[config.mk]
export PLATFORM = sky130hd
export DESIGN_NAME = map_ram_port
export DESIGN_NICKNAME = d
export VERILOG_FILES = /design/src/rtl/map_port_pkg.sv /design/src/rtl/map_ctrl_reg.sv /design/src/rtl/map_read_seq.sv /design/src/rtl/map_store.sv /design/src/rtl/map_ram_port.sv
export SDC_FILE = /design/constraint.sdc
export NUM_CORES = 1
export LEC_CHECK = 0
export BUFFER_PORTS_ARGS = -buffer_cell sky130_fd_sc_hd__buf_4
export CAP_MARGIN = 25
export CORE_MARGIN = 2
export CORE_UTILIZATION = 45
export CTS_CLUSTER_DIAMETER = 30
export DETAILED_ROUTE_END_ITERATION = 16
export SYNTH_ARGS = -nofsm -noshare
export SYNTH_HDL_FRONTEND = slang
export SYNTH_SLANG_ARGS = --single-unit
[constraint.sdc]
create_clock -name clk -period 4.8 [get_ports clk]
set_input_delay 0.24 -clock clk [delete_from_list [all_inputs] [get_ports clk]]
set_output_delay 0.24 -clock clk [all_outputs]
set_load 0.01 [all_outputs]
[src/rtl/map_port_pkg.sv]
// Shared constants for the indirect map table port: host register
// selects and fixed bit positions inside the control register.
// Assumes a 32-bit host bus; the busy flag sits in the top bit.
package map_port_pkg;
    localparam int HOST_W     = 32;
    localparam int LOAD_BIT   = 12;
    localparam int DIR_BIT    = 14;
    localparam int BUSY_BIT   = 31;
    localparam int READ_LAT   = 2;
    localparam logic SEL_CTRL = 1'b0;
    localparam logic SEL_DATA = 1'b1;
endpackage

[src/rtl/map_ctrl_reg.sv]
// Control register of the indirect port. It holds the index field and
// the load and direction bits for readback. It latches the access index
// and raises one-cycle start pulses for a table write or read.
// Assumes the caller has already decoded the field bits from the host bus.
module map_ctrl_reg #(
    parameter int ADDR_W = 4
) (
    input  logic              clk,
    input  logic              rst_n,
    input  logic              ctrl_wr,
    input  logic              busy,
    input  logic [ADDR_W-1:0] f_addr,
    input  logic              f_load,
    input  logic              f_dir,
    output logic [ADDR_W-1:0] addr_q,
    output logic              load_q,
    output logic              dir_q,
    output logic [ADDR_W-1:0] acc_addr,
    output logic              start_wr,
    output logic              start_rd
);
    logic accept;

    // Accept control writes only while no read is in flight.
    always_comb begin
        accept   = ctrl_wr && !busy;
        start_wr = accept && f_load && f_dir;
        start_rd = accept && f_load && !f_dir;
    end

    // Hold the readback fields of the last accepted control write.
    always_ff @(posedge clk) begin
        if (!rst_n) begin
            addr_q <= '0;
            load_q <= 1'b0;
            dir_q  <= 1'b0;
        end else if (accept) begin
            addr_q <= f_addr;
            load_q <= f_load;
            dir_q  <= f_dir;
        end
    end

    // Latch the access index only when the load bit is set.
    always_ff @(posedge clk) begin
        if (!rst_n) begin
            acc_addr <= '0;
        end else if (accept && f_load) begin
            acc_addr <= f_addr;
        end
    end
endmodule

[src/rtl/map_read_seq.sv]
// Read sequencer. A start pulse raises busy. The first stage enables the
// table's registered read. The second stage loads the data register and
// drops busy, which gives the fixed two-cycle read latency.
// Assumes start is never raised while busy is set.
module map_read_seq (
    input  logic clk,
    input  logic rst_n,
    input  logic start,
    output logic busy,
    output logic fetch_en,
    output logic load_en
);
    logic [map_port_pkg::READ_LAT-1:0] stage_q;

    // Shift the read token through its latency stages.
    always_ff @(posedge clk) begin
        if (!rst_n) begin
            stage_q <= '0;
        end else begin
            stage_q <= {stage_q[map_port_pkg::READ_LAT-2:0], start};
        end
    end

    // Busy rises with start and falls when the last stage retires.
    always_ff @(posedge clk) begin
        if (!rst_n) begin
            busy <= 1'b0;
        end else if (start) begin
            busy <= 1'b1;
        end else if (stage_q[map_port_pkg::READ_LAT-1]) begin
            busy <= 1'b0;
        end
    end

    // Name the stage taps for the table and the data register.
    always_comb begin
        fetch_en = stage_q[0];
        load_en  = stage_q[map_port_pkg::READ_LAT-1];
    end
endmodule

[src/rtl/map_store.sv]
// Map table storage. It has one synchronous write port, one registered
// read port for the host path and one combinational lookup port for the
// multiplexer datapath. Every word resets to zero.
// Assumes write and host read never target the same cycle's result.
module map_store #(
    parameter int DATA_W = 32,
    parameter int DEPTH  = 16,
    parameter int ADDR_W = $clog2(DEPTH)
) (
    input  logic              clk,
    input  logic              rst_n,
    input  logic              we,
    input  logic [ADDR_W-1:0] waddr,
    input  logic [DATA_W-1:0] wdata,
    input  logic              re,
    input  logic [ADDR_W-1:0] raddr,
    output logic [DATA_W-1:0] rd_q,
    input  logic [ADDR_W-1:0] lkp_addr,
    output logic [DATA_W-1:0] lkp_data
);
    logic [DATA_W-1:0] words [DEPTH];

    // Write one word per cycle and clear all words on reset.
    always_ff @(posedge clk) begin
        if (!rst_n) begin
            for (int w = 0; w < DEPTH; w++) words[w] <= '0;
        end else if (we) begin
            for (int w = 0; w < DEPTH; w++) begin
                if (waddr == ADDR_W'(w)) words[w] <= wdata;
            end
        end
    end

    // Register the host-side read word.
    always_ff @(posedge clk) begin
        if (!rst_n) begin
            rd_q <= '0;
        end else if (re) begin
            rd_q <= words[raddr];
        end
    end

    // Serve the datapath lookup combinationally.
    always_comb lkp_data = words[lkp_addr];
endmodule

[src/rtl/map_ram_port.sv]
// Top of the indirect map table port. It decodes host writes to the
// control and data registers, owns the data register and muxes the
// readback. The control logic, read sequencer and table storage sit in
// submodules.
// Assumes a one-cycle host_wr strobe per register access.
module map_ram_port #(
    parameter int DATA_W = 32,
    parameter int DEPTH  = 16,
    localparam int ADDR_W = $clog2(DEPTH)
) (
    input  logic              clk,
    input  logic              rst_n,
    input  logic              host_wr,
    input  logic              host_sel,
    input  logic [DATA_W-1:0] host_wdata,
    output logic [DATA_W-1:0] host_rdata,
    input  logic [ADDR_W-1:0] lkp_addr,
    output logic [DATA_W-1:0] lkp_data
);
    import map_port_pkg::*;

    logic              ctrl_wr, data_wr;
    logic [ADDR_W-1:0] f_addr;
    logic              f_load, f_dir;
    logic [ADDR_W-1:0] addr_q, acc_addr;
    logic              load_q, dir_q;
    logic              start_wr, start_rd;
    logic              busy, fetch_en, load_en;
    logic [DATA_W-1:0] data_q, rd_q, ctrl_view;

    generate
        if (DATA_W != HOST_W || ADDR_W > LOAD_BIT) begin : g_bad_cfg
            initial $error("map_ram_port: unsupported parameter set");
        end
    endgenerate

    // Decode host strobes and pull the control fields off the bus.
    always_comb begin
        ctrl_wr = host_wr && (host_sel == SEL_CTRL);
        data_wr = host_wr && (host_sel == SEL_DATA);
        f_addr  = host_wdata[ADDR_W-1:0];
        f_load  = host_wdata[LOAD_BIT];
        f_dir   = host_wdata[DIR_BIT];
    end

    map_ctrl_reg #(.ADDR_W(ADDR_W)) u_ctrl (
        .clk      (clk),
        .rst_n    (rst_n),
        .ctrl_wr  (ctrl_wr),
        .busy     (busy),
        .f_addr   (f_addr),
        .f_load   (f_load),
        .f_dir    (f_dir),
        .addr_q   (addr_q),
        .load_q   (load_q),
        .dir_q    (dir_q),
        .acc_addr (acc_addr),
        .start_wr (start_wr),
        .start_rd (start_rd)
    );

    map_read_seq u_seq (
        .clk      (clk),
        .rst_n    (rst_n),
        .start    (start_rd),
        .busy     (busy),
        .fetch_en (fetch_en),
        .load_en  (load_en)
    );

    map_store #(.DATA_W(DATA_W), .DEPTH(DEPTH), .ADDR_W(ADDR_W)) u_store (
        .clk      (clk),
        .rst_n    (rst_n),
        .we       (start_wr),
        .waddr    (f_addr),
        .wdata    (data_q),
        .re       (fetch_en),
        .raddr    (acc_addr),
        .rd_q     (rd_q),
        .lkp_addr (lkp_addr),
        .lkp_data (lkp_data)
    );

    // Data register: a fetched word takes priority and host writes wait for idle.
    always_ff @(posedge clk) begin
        if (!rst_n) begin
            data_q <= '0;
        end else if (load_en) begin
            data_q <= rd_q;
        end else if (data_wr && !busy) begin
            data_q <= host_wdata;
        end
    end

    // Assemble the control readback word.
    always_comb begin
        ctrl_view                 = '0;
        ctrl_view[ADDR_W-1:0]     = addr_q;
        ctrl_view[LOAD_BIT]       = load_q;
        ctrl_view[DIR_BIT]        = dir_q;
        ctrl_view[BUSY_BIT]       = busy;
    end

    // Return the selected register to the host.
    always_comb host_rdata = (host_sel == SEL_DATA) ? data_q : ctrl_view;
endmodule

======== Yosys cells after proc, flatten, opt, wreduce, memory -nomap -nowiden ========
Memories as Yosys holds them, arrays and structs flattened. A register that Yosys moved wholly into a read port is not among the register bits.
Cells that the tools add are included.
storage, ports and cells
  word-level logic and storage cells ...... 139
  memory bits (writable) .................. 512
  output and inout bits ................... 64
  memories kept ........................... 1
  register bits after elaboration ......... 45
  input port bits ......................... 40
memory list
  memory         words  width  rd ports  clocked after Yosys merged registers in  wr ports  RTL line         RTL
  u_store.words  16     32     2         1                                        16        map_store.sv:21  logic [DATA_W-1:0] words [DEPTH];
cells by class
  bitwise gates (word level) .............. 17
  equality and inequality tests ........... 15
  muxes and demuxes ....................... 86
  reductions and logical operators ........ 13
operators with widths
  operator                                             count
  two-way mux 32 bit                                   19
  two-way mux 1 bit                                    67
  equality test 4 bit, second input constant           8
  equality test 4 x 3 -> 1 bit, second input constant  4
  OR 1 bit                                             16
  equality test 4 x 2 -> 1 bit, second input constant  2
  logical AND 1 bit                                    7
  equality test 4 x 1 -> 1 bit, second input constant  1
  logical NOT 4 bit                                    1
  nonzero test 2 bit                                   2
  logical NOT 1 bit                                    3
  NOT 1 bit                                            1

======== Longest topological paths before layout ========
Gate-level depths: netlist of run 1.
  depth in word-level cells ............... 9
  gate-level depth with buffers ........... 7
  mapped depth without buffers ............ 4

======== Cells and area by module ========
From an unflattened synthesis of run 1, not the netlist that was laid out.
unflattened totals
  cell total of the unflattened synthesis .. 2114
  area, all modules ....................... 28652.5 um^2
modules (own cells, without submodules)
  module        times used  area an instance (um^2)  cells an instance
  map_store     1           26320.2                  1881
  map_ram_port  1           1823.0                   184
  map_ctrl_reg  1           415.4                    42
  map_read_seq  1           93.8                     7

======== Worst setup path after synthesis of run 1 ========
OpenSTA, ideal clock, no wires.
  kind .................................... in2reg
  from .................................... input port host_sel
  to ...................................... memory u_store.words[12][0], enable pin
  path buffers ............................ 2
  data required time ...................... 4.334 ns
  slack ................................... 0.934 ns
  stages on the path ...................... 5
  arrival ................................. 3.401 ns
  cells stage by stage .................... buf_2 -> nand4bb_1 -> buf_2 -> or3_1 -> o21ai_0
RTL lines
  element          RTL line            RTL
  start, declared  map_ram_port.sv:14  input logic host_sel,
  end, declared    map_store.sv:21

==> results of run 1 <==
## cell families (layout without fill, tap and decap cells)
kind of cell,Yosys count,in the layout,synth area share (%)
flip-flops,589,589,59.5
multiplexers,459,459,23.2
AO/OA/AOI/OAI,174,174,4.26
buffers and inverters,226,441,3.27
AND/OR/NAND/NOR,660,660,9.73
## cell type report
type | instances | area share, %
clock buffers | 130 | 8.80
clock inverters | 94 | 3.48
inverters | 34 | 0.367
multi-input cells | 1293 | 30.9
flip-flops and latches | 589 | 48.7
well taps | 846 | 3.05
repair buffers | 183 | 4.73
## report_power, final
part           total (W)  internal (W)  leakage (nW)  switching [W]
Combinational    0.00111      0.000468          4.53       0.000637
Sequential       0.00595       0.00580          5.91       0.000149
Clock            0.00873       0.00579          2.05        0.00294
## timing repair
item,in CTS,in global routing
setup endpoints to repair,0,0
hold endpoints to repair,39,0
hold buffers,32,0
## stage by stage
step	instances	utilization (%)	setup slack, ns
floorplan	2108	-	0.934
global placement	2909	47.9	1.25
detailed placement	2912	48.0	1.18
CTS	3168	55.4	1.38
global route	3169	55.4	1.26
finish	3169	55.4	1.36
## worst min-delay path, cell delays in order
cell and delay, ns:
buf_4 0.12, and4bb_2 0.26, nand2_1 0.07, a21boi_0 0.06
## cells in the mapped netlist (2+ instances only)
library cell  count
edfxtp_1        512
nor2_1          322
mux2i_1         293
nand2_1         189
mux4_2          160
clkbuf_1        126
nand3_1          99
dfxtp_1          77
a21oi_1          64
a22oi_1          64
buf_2            47
inv_1            34
o211a_1          32
and2_1           28
buf_1            14
nor2b_1          10
mux2_2            6
o21ai_0           6
a21boi_0          5
buf_4             2
buf_6             2
nand2b_1          2
## path summary, 6_finish.rpt
path	endpoint	slack, ns	cells after the start
worst max-delay path	u_store.words[8][19]$_SDFFCE_PN0P_	1.36	4
worst min-delay path	u_ctrl.acc_addr[0]$_SDFFE_PN0P_	0.14	4
worst max register to register	u_store.words[8][19]$_SDFFCE_PN0P_	1.36	4
worst min register to register	u_store.rd_q[27]$_SDFFE_PN0P_	0.48	2
## state kept, by name, indices dropped and copies added, names as in the netlist
| name | flops |
|---|---|
| data_q | 32 |
| u_ctrl.acc_addr | 4 |
| u_ctrl.addr_q | 4 |
| u_ctrl.dir_q | 1 |
| u_ctrl.load_q | 1 |
| u_seq.busy | 1 |
| u_seq.stage_q | 2 |
| u_store.rd_q | 32 |
| u_store.words | 512 |
## per-layer routing
layer / track usage (%) / part of all wire [%] / vias up
li1: - / - / 8169
met1: 38.7 / 41 / 9883
met2: 42.8 / 45 / 1164
met3: 6.46 / 10 / 226
met4: 10.8 / 3.4 / 0
met5: 0 / 0 / -
==> metrics, run 1 <==
clock root buffer master clkbuf_16; worst-case clock buffer depth 3; post-synth top area cell edfxtp_1; die area 65200 um2; PortBufs between 100 and 150; worst hold margin roughly 0.14 ns; ys async rst share 0%; Leak 12.5 nW; # nets final ~2300; Cell Area, Synth about 28000 um2; CTS buffer count between 100 and 150; starting density of the core approximately 45%; leading cell types in the layout, fill and taps excluded 512 x edfxtp_1, 321 x nor2_1, 293 x mux2i_1; worst reg2reg startpoint u_seq.busy$_SDFFE_PN0P_; RSZ-0062 raised after global routing no; number of enable flip-flop cells after synthesis ~510; row count between 90 and 100; number of buffers and inverters on the critical path 0; commonest non-fill, non-tap cell in the layout edfxtp_1; fillcell total 5080; Slew @ Worst Pin between 1 and 1.5 ns; hold_sp host_wr; top fanout value on the critical path 33; CTS sink cnt a little under 600; Ports approximately 100; Clock Latency Late Sink just under 0.7 ns; status complete, no violations; most area-consuming cells after synthesis edfxtp_1 54%, mux4_2 13%, mux2i_1 10%; multi-input gate area in the final layout 10700 um2; Slew headroom a little under a third; Final Hold Viols 0; Clock Pin Slew Worst Setup and Hold Paths 0.05 ns; pwr dens 454 nW/um2; VDD IR max around 320 uV; Mapped Cells 2108; DRT iter0 DRCs 2096; crit path launch type register; Setup Viol. Count Final 0; Slowest cell on crit path nand2_2; top cell type's share of synthesized area between 50% and 60%; crit-path leading delay family simple AND/OR/NAND/NOR gates; Core Area between 60000 and 70000 um2; Detail Route Antenna Nets 0; worst hold path type in2reg; worst clock skew roughly 0.034 ns; DRC Markers 0; layout cell share with drive strength beyond 1 roughly a quarter; Seq/Total Area, Yosys between 50% and 60%; largest net degree at the start of global routing 85; initial antenna violation count 0; Area Growth Syn to Fin 22.2%; YS warnings 0; Max stage delay on crit path just under 1 ns; first drt pass iteration count 5; maxcap violations 0; cell mode on critical path nand2_2; synthesized flop and latch total 589; Total Routed Length 92000 um; Chip Width 255 um; f_max slightly below 300 MHz; CTS HTree Levels 3; Crit. Startpoint u_seq.busy$_SDFFE_PN0P_; top_reg_cell synth edfxtp_1; CP Data Arrival Time roughly 3.7 ns; worst endpoint required time about 5.1 ns; register area ~17000 um2; post-layout power between 0.015 and 0.02 W; Crit. End Element register; Unique masters post-synth 36; post-CTS sizing 0; fin area between 30000 and 40000 um2; Syn Area/Cell around 13 um2; Post-CTS Setup Repair Bufs 0; CTS tree yes; Worst Setup Path Type reg2reg; dpl cell area between 30000 and 40000 um2; GRT Residual Overflow 0; Post-DP HPWL around 54000 um; routed vias/inst about 6.1; vias in the first global route slightly below 20000; Final Cycle Share slightly above 70%; die height around 260 um; Final Max Tran Viols 0; GRT Util Overall between 20 and 30%; WL/cell approximately 29 um; Tmin final about 3.4 ns; Antenna diodes 0; first-pass GRT wire length around 130000 um; CP Cell Sequence nand4bb_1, nor3_1, nand2_2, nand2_2; Post-Route Setup TNS 0 ns; total number of vias slightly below 20000; Post-Syn Nets approximately 2100; gpl congestion ~0.82
No activity file was read; power rests on OpenSTA's default activity.
==> run 2, diff against run 1 <==
==> constraint.sdc (replaced) <==
create_clock -name clk -period 3.6 [get_ports clk]
set_input_delay 0.18 -clock clk [delete_from_list [all_inputs] [get_ports clk]]
set_output_delay 0.18 -clock clk [all_outputs]
set_load 0.01 [all_outputs]
==> metrics, run 2 (synthesized netlist as in run 1, its figures left out) <==
multi-input gate area in the final layout 10700 um2 (about the same); pwr dens 601 nW/um2 (+32%); GRT Util Overall 27.9% (about the same); layout cell share with drive strength beyond 1 24.3% (+0.26 points); Setup Viol. Count Final 0 (unchanged); # nets final 2278 (+0.84%); Leak 12.6 nW (+0.68%); vias in the first global route 19700 (-0.39%); routed vias/inst 6.16 (+0.46%); worst hold path type in2reg; Chip Width 255 um (unchanged); VDD IR max 458 uV (+42%); register area 16900 um2 (unchanged); Clock Pin Slew Worst Setup and Hold Paths 0.05 ns (about the same); gpl congestion 0.862 (+5.3%); Final Cycle Share 70.7% (-0.92 points); largest net degree at the start of global routing 70 (-18%); DRC Markers 0 (unchanged); worst-case clock buffer depth 3 (unchanged); commonest non-fill, non-tap cell in the layout edfxtp_1; worst endpoint required time 3.88 ns (-1.18 ns); Final Hold Viols 0 (unchanged); Area Growth Syn to Fin 22.7%; CTS sink cnt 589 (unchanged); maxcap violations 0 (unchanged); Non-Filler Instances 3189 (+0.63%); Combinational Power Share 7.1% (about the same); dpl cell area 30300 um2 (+0.44%); Crit. End Element register; Slew @ Worst Pin 0.926 ns (-0.0972 ns); Clock Latency Late Sink 0.68 ns (about the same); post-CTS sizing 0 (unchanged); Ports 104 (unchanged); first-pass GRT wire length 133000 um (+0.20%); status complete, no violations; PortBufs 103 (unchanged); die height 255 um (unchanged); row count 92 (unchanged); Biggest register u_store.words; fillcell total 5036 (-0.87%); Core Area 62700 um2 (unchanged); RSZ-0062 raised after global routing no; Post-DP HPWL 54000 um (+0.82%); top fanout value on the critical path 32 (-3.0%); CTS HTree Levels 3 (unchanged); first drt pass iteration count 6 (+1); CTS buffer count 120 (+1.7%); power share of the sequential group 37.9% (+0.2 points); Pint 0.0161 W (+34%); total number of vias 19700 (+1.1%); die area 65200 um2 (unchanged); fin area 34900 um2 (+0.35%); placed cell count 2929 (+0.58%); Switching Power 0.00486 W (+30%); WL/cell 28.8 um (-0.94%); f_max 393 MHz (+35%); max reg flops 512 (unchanged); Detail Route Antenna Nets 0 (unchanged); Slew headroom 38.2% (+6.7 points); Total Routed Length 91700 um (-0.31%); clock root buffer master clkbuf_16; worst clock skew 0.0348 ns (+0.000728 ns); Post-Route Setup TNS 0 ns (unchanged); GRT Residual Overflow 0 (unchanged); starting density of the core 45.3% (unchanged); biggest regs u_store.words: 512 flops, data_q: 32 flops, u_store.rd_q: 32 flops; Final Max Tran Viols 0 (unchanged); Sw Ratio 23.2% (-0.42 points); Clk network pwr share 55.1% (-0.2 points); Tmin final 2.55 ns (-0.893 ns); crit path launch type register; DRT iter0 DRCs 2224 (+6.1%); CTS tree yes; Antenna diodes 0 (unchanged); initial antenna violation count 1 (+1); CP Data Arrival Time 2.82 ns (-0.88 ns); leading cell types in the layout, fill and taps excluded 512 x edfxtp_1, 321 x nor2_1, 293 x mux2i_1; Post-CTS Setup Repair Bufs 0 (unchanged); Worst Setup Path Type reg2reg
run 2: cell count changes in the layout (fill, tap and decap cells not counted), moves of 3 or more:
cell,previous run,this run
inv_8,11,2
clkinvlp_4,16,13
clkinv_2,13,20
clkbuf_1,7,13
inv_6,17,12
clkinv_4,7,11
buf_4,136,151
clkbuf_16,119,122
run 2: what timing repair did:
item                                   CTS  global route
hold buffers                            32             0
endpoints found under the hold margin   41             0
setup endpoints to repair                0             0
run 2: area by class of cell:
type	instances	share of cell area, %
repair buffers	200	5.10
clock inverters	88	3.16
clock buffers	139	9.05
multi-input cells	1293	30.8
well taps	846	3.04
flip-flops and latches	589	48.5
inverters	34	0.366
run 2: layer usage:
metal | vias up | track usage, % | routed length (um)
li1 | 8196 | - | -
met1 | 10000 | 39.9 | 37300
met2 | 1260 | 41.8 | 41100
met3 | 191 | 6.75 | 10700
met4 | 0 | 9.95 | 2620
met5 | - | 0 | 0
run 2: worst paths after layout:
check / start / end / slack (ns) / cells after the start
max: u_seq.busy$_SDFFE_PN0P_ / u_store.words[13][3]$_DFFE_PP_ / 1.05 / 4
min: host_wr / u_ctrl.acc_addr[1]$_SDFFE_PN0P_ / 0.09 / 4
max reg2reg: u_seq.busy$_SDFFE_PN0P_ / u_store.words[13][3]$_DFFE_PP_ / 1.05 / 4
min reg2reg: u_store.rd_q[16]$_SDFFE_PN0P_ / u_store.rd_q[16]$_SDFFE_PN0P_ / 0.47 / 2
run 2: per-stage QoR:
step	hold slack, ns	setup slack, ns	utilization, %	power (W)
floorplan	0.256	-0.206	-	0.00887
global placement	0.443	0.966	48.2	0.00947
detailed placement	0.439	0.926	48.2	0.00950
CTS	0.0683	1.05	55.5	0.0210
global route	0.113	0.956	55.6	0.0215
finish	0.0919	1.05	55.6	0.0210
run 2: power by group through the flow:
stage	Sequential (W)	Clock, W	Combinational, W
2_1_floorplan	0.00796	0	0.000907
3_3_place_gp	0.00804	0	0.00143
3_5_place_dp	0.00805	0	0.00145
4_1_cts	0.00793	0.0116	0.00148
5_1_grt	0.00796	0.0120	0.00156
6_report	0.00794	0.0115	0.00148
run 2: critical path, cell delays in order (launching register included):
cell and delay (ns):
dfxtp_1 0.33, nand4bb_1 0.51, or3_1 0.60, o21ai_4 0.14, buf_4 0.56
==> run 3, diff against run 2 <==
==> constraint.sdc (replaced) <==
create_clock -name clk -period 2.1 [get_ports clk]
set_input_delay 0.105 -clock clk [delete_from_list [all_inputs] [get_ports clk]]
set_output_delay 0.105 -clock clk [all_outputs]
set_load 0.01 [all_outputs]
==> metrics, run 3 (synthesized netlist as in run 1, its figures left out) <==
slack of the critical path -0.335 ns (-1.39 ns); Pint 0.0269 W (+67%); failing checks negative setup slack; worst hold margin 0.351 ns (+0.259 ns); total number of vias 20100 (+2.1%); crit path launch type register; Max stage delay on crit path 0.58 ns (-0.02 ns); Clock Latency Late Sink 0.67 ns (about the same); Chip Width 255 um (unchanged); Antenna diodes 0 (unchanged); Total Routed Length 94100 um (+2.5%); worst clock skew 0.0264 ns (-0.00845 ns); Detail Route Antenna Nets 0 (unchanged); CP Data Arrival Time 2.33 ns (-0.49 ns); Clock Pin Slew Worst Setup and Hold Paths 0.05 ns (about the same); CP Cell Sequence mux4_2, mux4_2, buf_6; leading cell types in the layout, fill and taps excluded 512 x edfxtp_1, 321 x nor2_1, 293 x mux2i_1; worst endpoint required time 2.00 ns (-1.88 ns); r2r setup slk 0.11 ns (-0.94 ns); CTS tree yes; DRT iter0 DRCs 2334 (+4.9%); first drt pass iteration count 6 (unchanged); power share of the sequential group 38.5% (+0.6 points); die height 255 um (unchanged); status complete, but fails checks; layout cell share with drive strength beyond 1 26.5% (+2.2 points); clock root buffer master clkbuf_16; gpl congestion 0.906 (+5.2%); RR Endpoint u_store.words[2][24]$_SDFFCE_PN0P_; fillcell total 4965 (-1.4%); GRT Residual Overflow 0 (unchanged); biggest regs u_store.words: 512 flops, data_q: 32 flops, u_store.rd_q: 32 flops; maxcap violations 0 (unchanged); Slowest cell on crit path mux4_2; largest net degree at the start of global routing 65 (-7.1%); Worst Setup Path Type reg2out; row count 92 (unchanged); max reg flops 512 (unchanged); pwr dens 977 nW/um2 (+63%); first-pass GRT wire length 136000 um (+1.9%); WL/cell 28.7 um (-0.19%); Final Max Tran Viols 0 (unchanged); Biggest register u_store.words; hold_sp host_wdata[28]; Crit. End Element output port; GRT Util Overall 28.5% (+0.58 points); Slew @ Worst Pin 0.716 ns (-0.210 ns); Slew headroom 52.2% (+14 points); Sw Ratio 23.7% (+0.45 points); routed vias/inst 6.13 (-0.57%); initial antenna violation count 1 (unchanged); vias in the first global route 20100 (+1.9%); Tmin final roughly 2.4 ns; CTS HTree Levels 3 (unchanged); Post-DP HPWL 57500 um (+6.3%); cell mode on critical path mux4_2; hold depth 5 (+1); Area Growth Syn to Fin 27.0%; Clk network pwr share 53.3% (-1.8 points); Final Cycle Share 116%; CTS sink cnt 589 (unchanged); Hold Path End data_q[28]$_SDFFE_PN0P_; # nets final 2367 (+3.9%); DRC Markers 0 (unchanged); fin area 36100 um2 (+3.6%); VDD IR max 708 uV (+55%); Core Area 62700 um2 (unchanged); Leak 13.2 nW (+4.9%); Combinational Power Share 8.2% (+1.1 points); RSZ-0062 raised after global routing yes; worst-case clock buffer depth 3 (unchanged); die area 65200 um2 (unchanged); Switching Power 0.00835 W (+72%); starting density of the core 45.3% (unchanged); Setup WS pre-CTS 0.0911 ns (-0.835 ns); commonest non-fill, non-tap cell in the layout edfxtp_1; worst hold path type in2reg; PortBufs 103 (unchanged); Setup Viol. Count Final 32 (+32); worst reg2reg startpoint u_seq.busy$_SDFFE_PN0P_; R2R cell count 5 (+1); f_max between 400 and 500 MHz; CTS buffer count 115 (-4.2%); top fanout value on the critical path 2 (-94%); Final Hold Viols 0 (unchanged); dpl cell area 31200 um2 (+3.1%); Ports 104 (unchanged)
==> run 3: changes by cell type in the layout (fill, tap and decap cells not counted), moves of 3 or more <==
cell           change
buf_12            +46
clkinv_1           -6
bufinv_16          -6
buf_6             +32
buf_4              -6
clkinvlp_4         +3
clkbuf_16          -3
inv_6             +11
dlygate4sd3_1     +22
clkinv_4           -6
==> run 3: power groups by stage <==
stage | Combinational [W] | Sequential, W | Clock (W)
3_3_place_gp | 0.00265 | 0.0138 | 0
4_1_cts | 0.00287 | 0.0136 | 0.0189
5_1_grt | 0.00305 | 0.0136 | 0.0195
3_5_place_dp | 0.00269 | 0.0138 | 0
6_report | 0.00291 | 0.0136 | 0.0188
2_1_floorplan | 0.00156 | 0.0136 | 0
==> run 3: per-layer routing <==
layer	up-vias	share of wire, %	GRT usage [%]	wire (um)
met4	0	2.5	9.00	2330
met3	187	11	7.11	10800
met5	-	0	0	0
met1	10200	40	39.9	38000
li1	8401	-	-	-
met2	1292	46	43.9	43000
==> run 3: layout make-up <==
| cell class | instances | area [um2] | share of cell area, % |
|---|---|---|---|
| multi-input cells | 1293 | 10700 | 29.7 |
| clock buffers | 136 | 3090 | 8.56 |
| flip-flops and latches | 589 | 16900 | 46.9 |
| well taps | 846 | 1060 | 2.93 |
| repair buffers | 294 | 3240 | 8.96 |
| clock inverters | 84 | 943 | 2.61 |
| inverters | 34 | 128 | 0.353 |
==> run 3: worst max path at each step <==
| stage | from | end | slack, ns | depth (start not counted) |
|---|---|---|---|---|
| after floorplan | u_seq.busy$_SDFFE_PN0P_ | u_store.words[13][0]$_DFFE_PP_ | -0.22 | 4 |
| after global placement | lkp_addr[0] | lkp_data[25] | 0.1 | 5 |
| after detailed placement | lkp_addr[0] | lkp_data[3] | 0.09 | 5 |
| after CTS | u_store.words[8][6]$_SDFFCE_PN0P_ | lkp_data[6] | -0.33 | 3 |
| after global routing | u_store.words[15][6]$_DFFE_PP_ | lkp_data[6] | -0.34 | 3 |
| final | u_store.words[15][6]$_DFFE_PP_ | lkp_data[6] | -0.33 | 3 |
==> run 3: through the flow <==
| stage | total power, W | TNS [ns] | std cells | utilization [%] |
|---|---|---|---|---|
| after floorplan | 0.0152 | -34.76 | 2108 | - |
| after detailed placement | 0.0165 | 0 | 2975 | 49.8 |
| after CTS | 0.0353 | -8.18 | 3264 | 57.4 |
| after global routing | 0.0361 | -8.63 | 3276 | 57.6 |
| after global placement | 0.0164 | 0 | 2975 | 49.8 |
| final | 0.0353 | -7.68 | 3276 | 57.6 |
==> run 3: repair_timing <==
item	in CTS	in global routing
setup buffers	15	12
endpoints found under the setup margin	32	32
gates resized for setup	32	0
hold buffers	54	0
hold endpoints to repair	45	0
==> run 3: critical path, delay by kind of cell, from the launching register on <==
kind	cells	cell delay [ns]
mux	2	1.11
buf+inv	1	0.16
flops	1	0.40
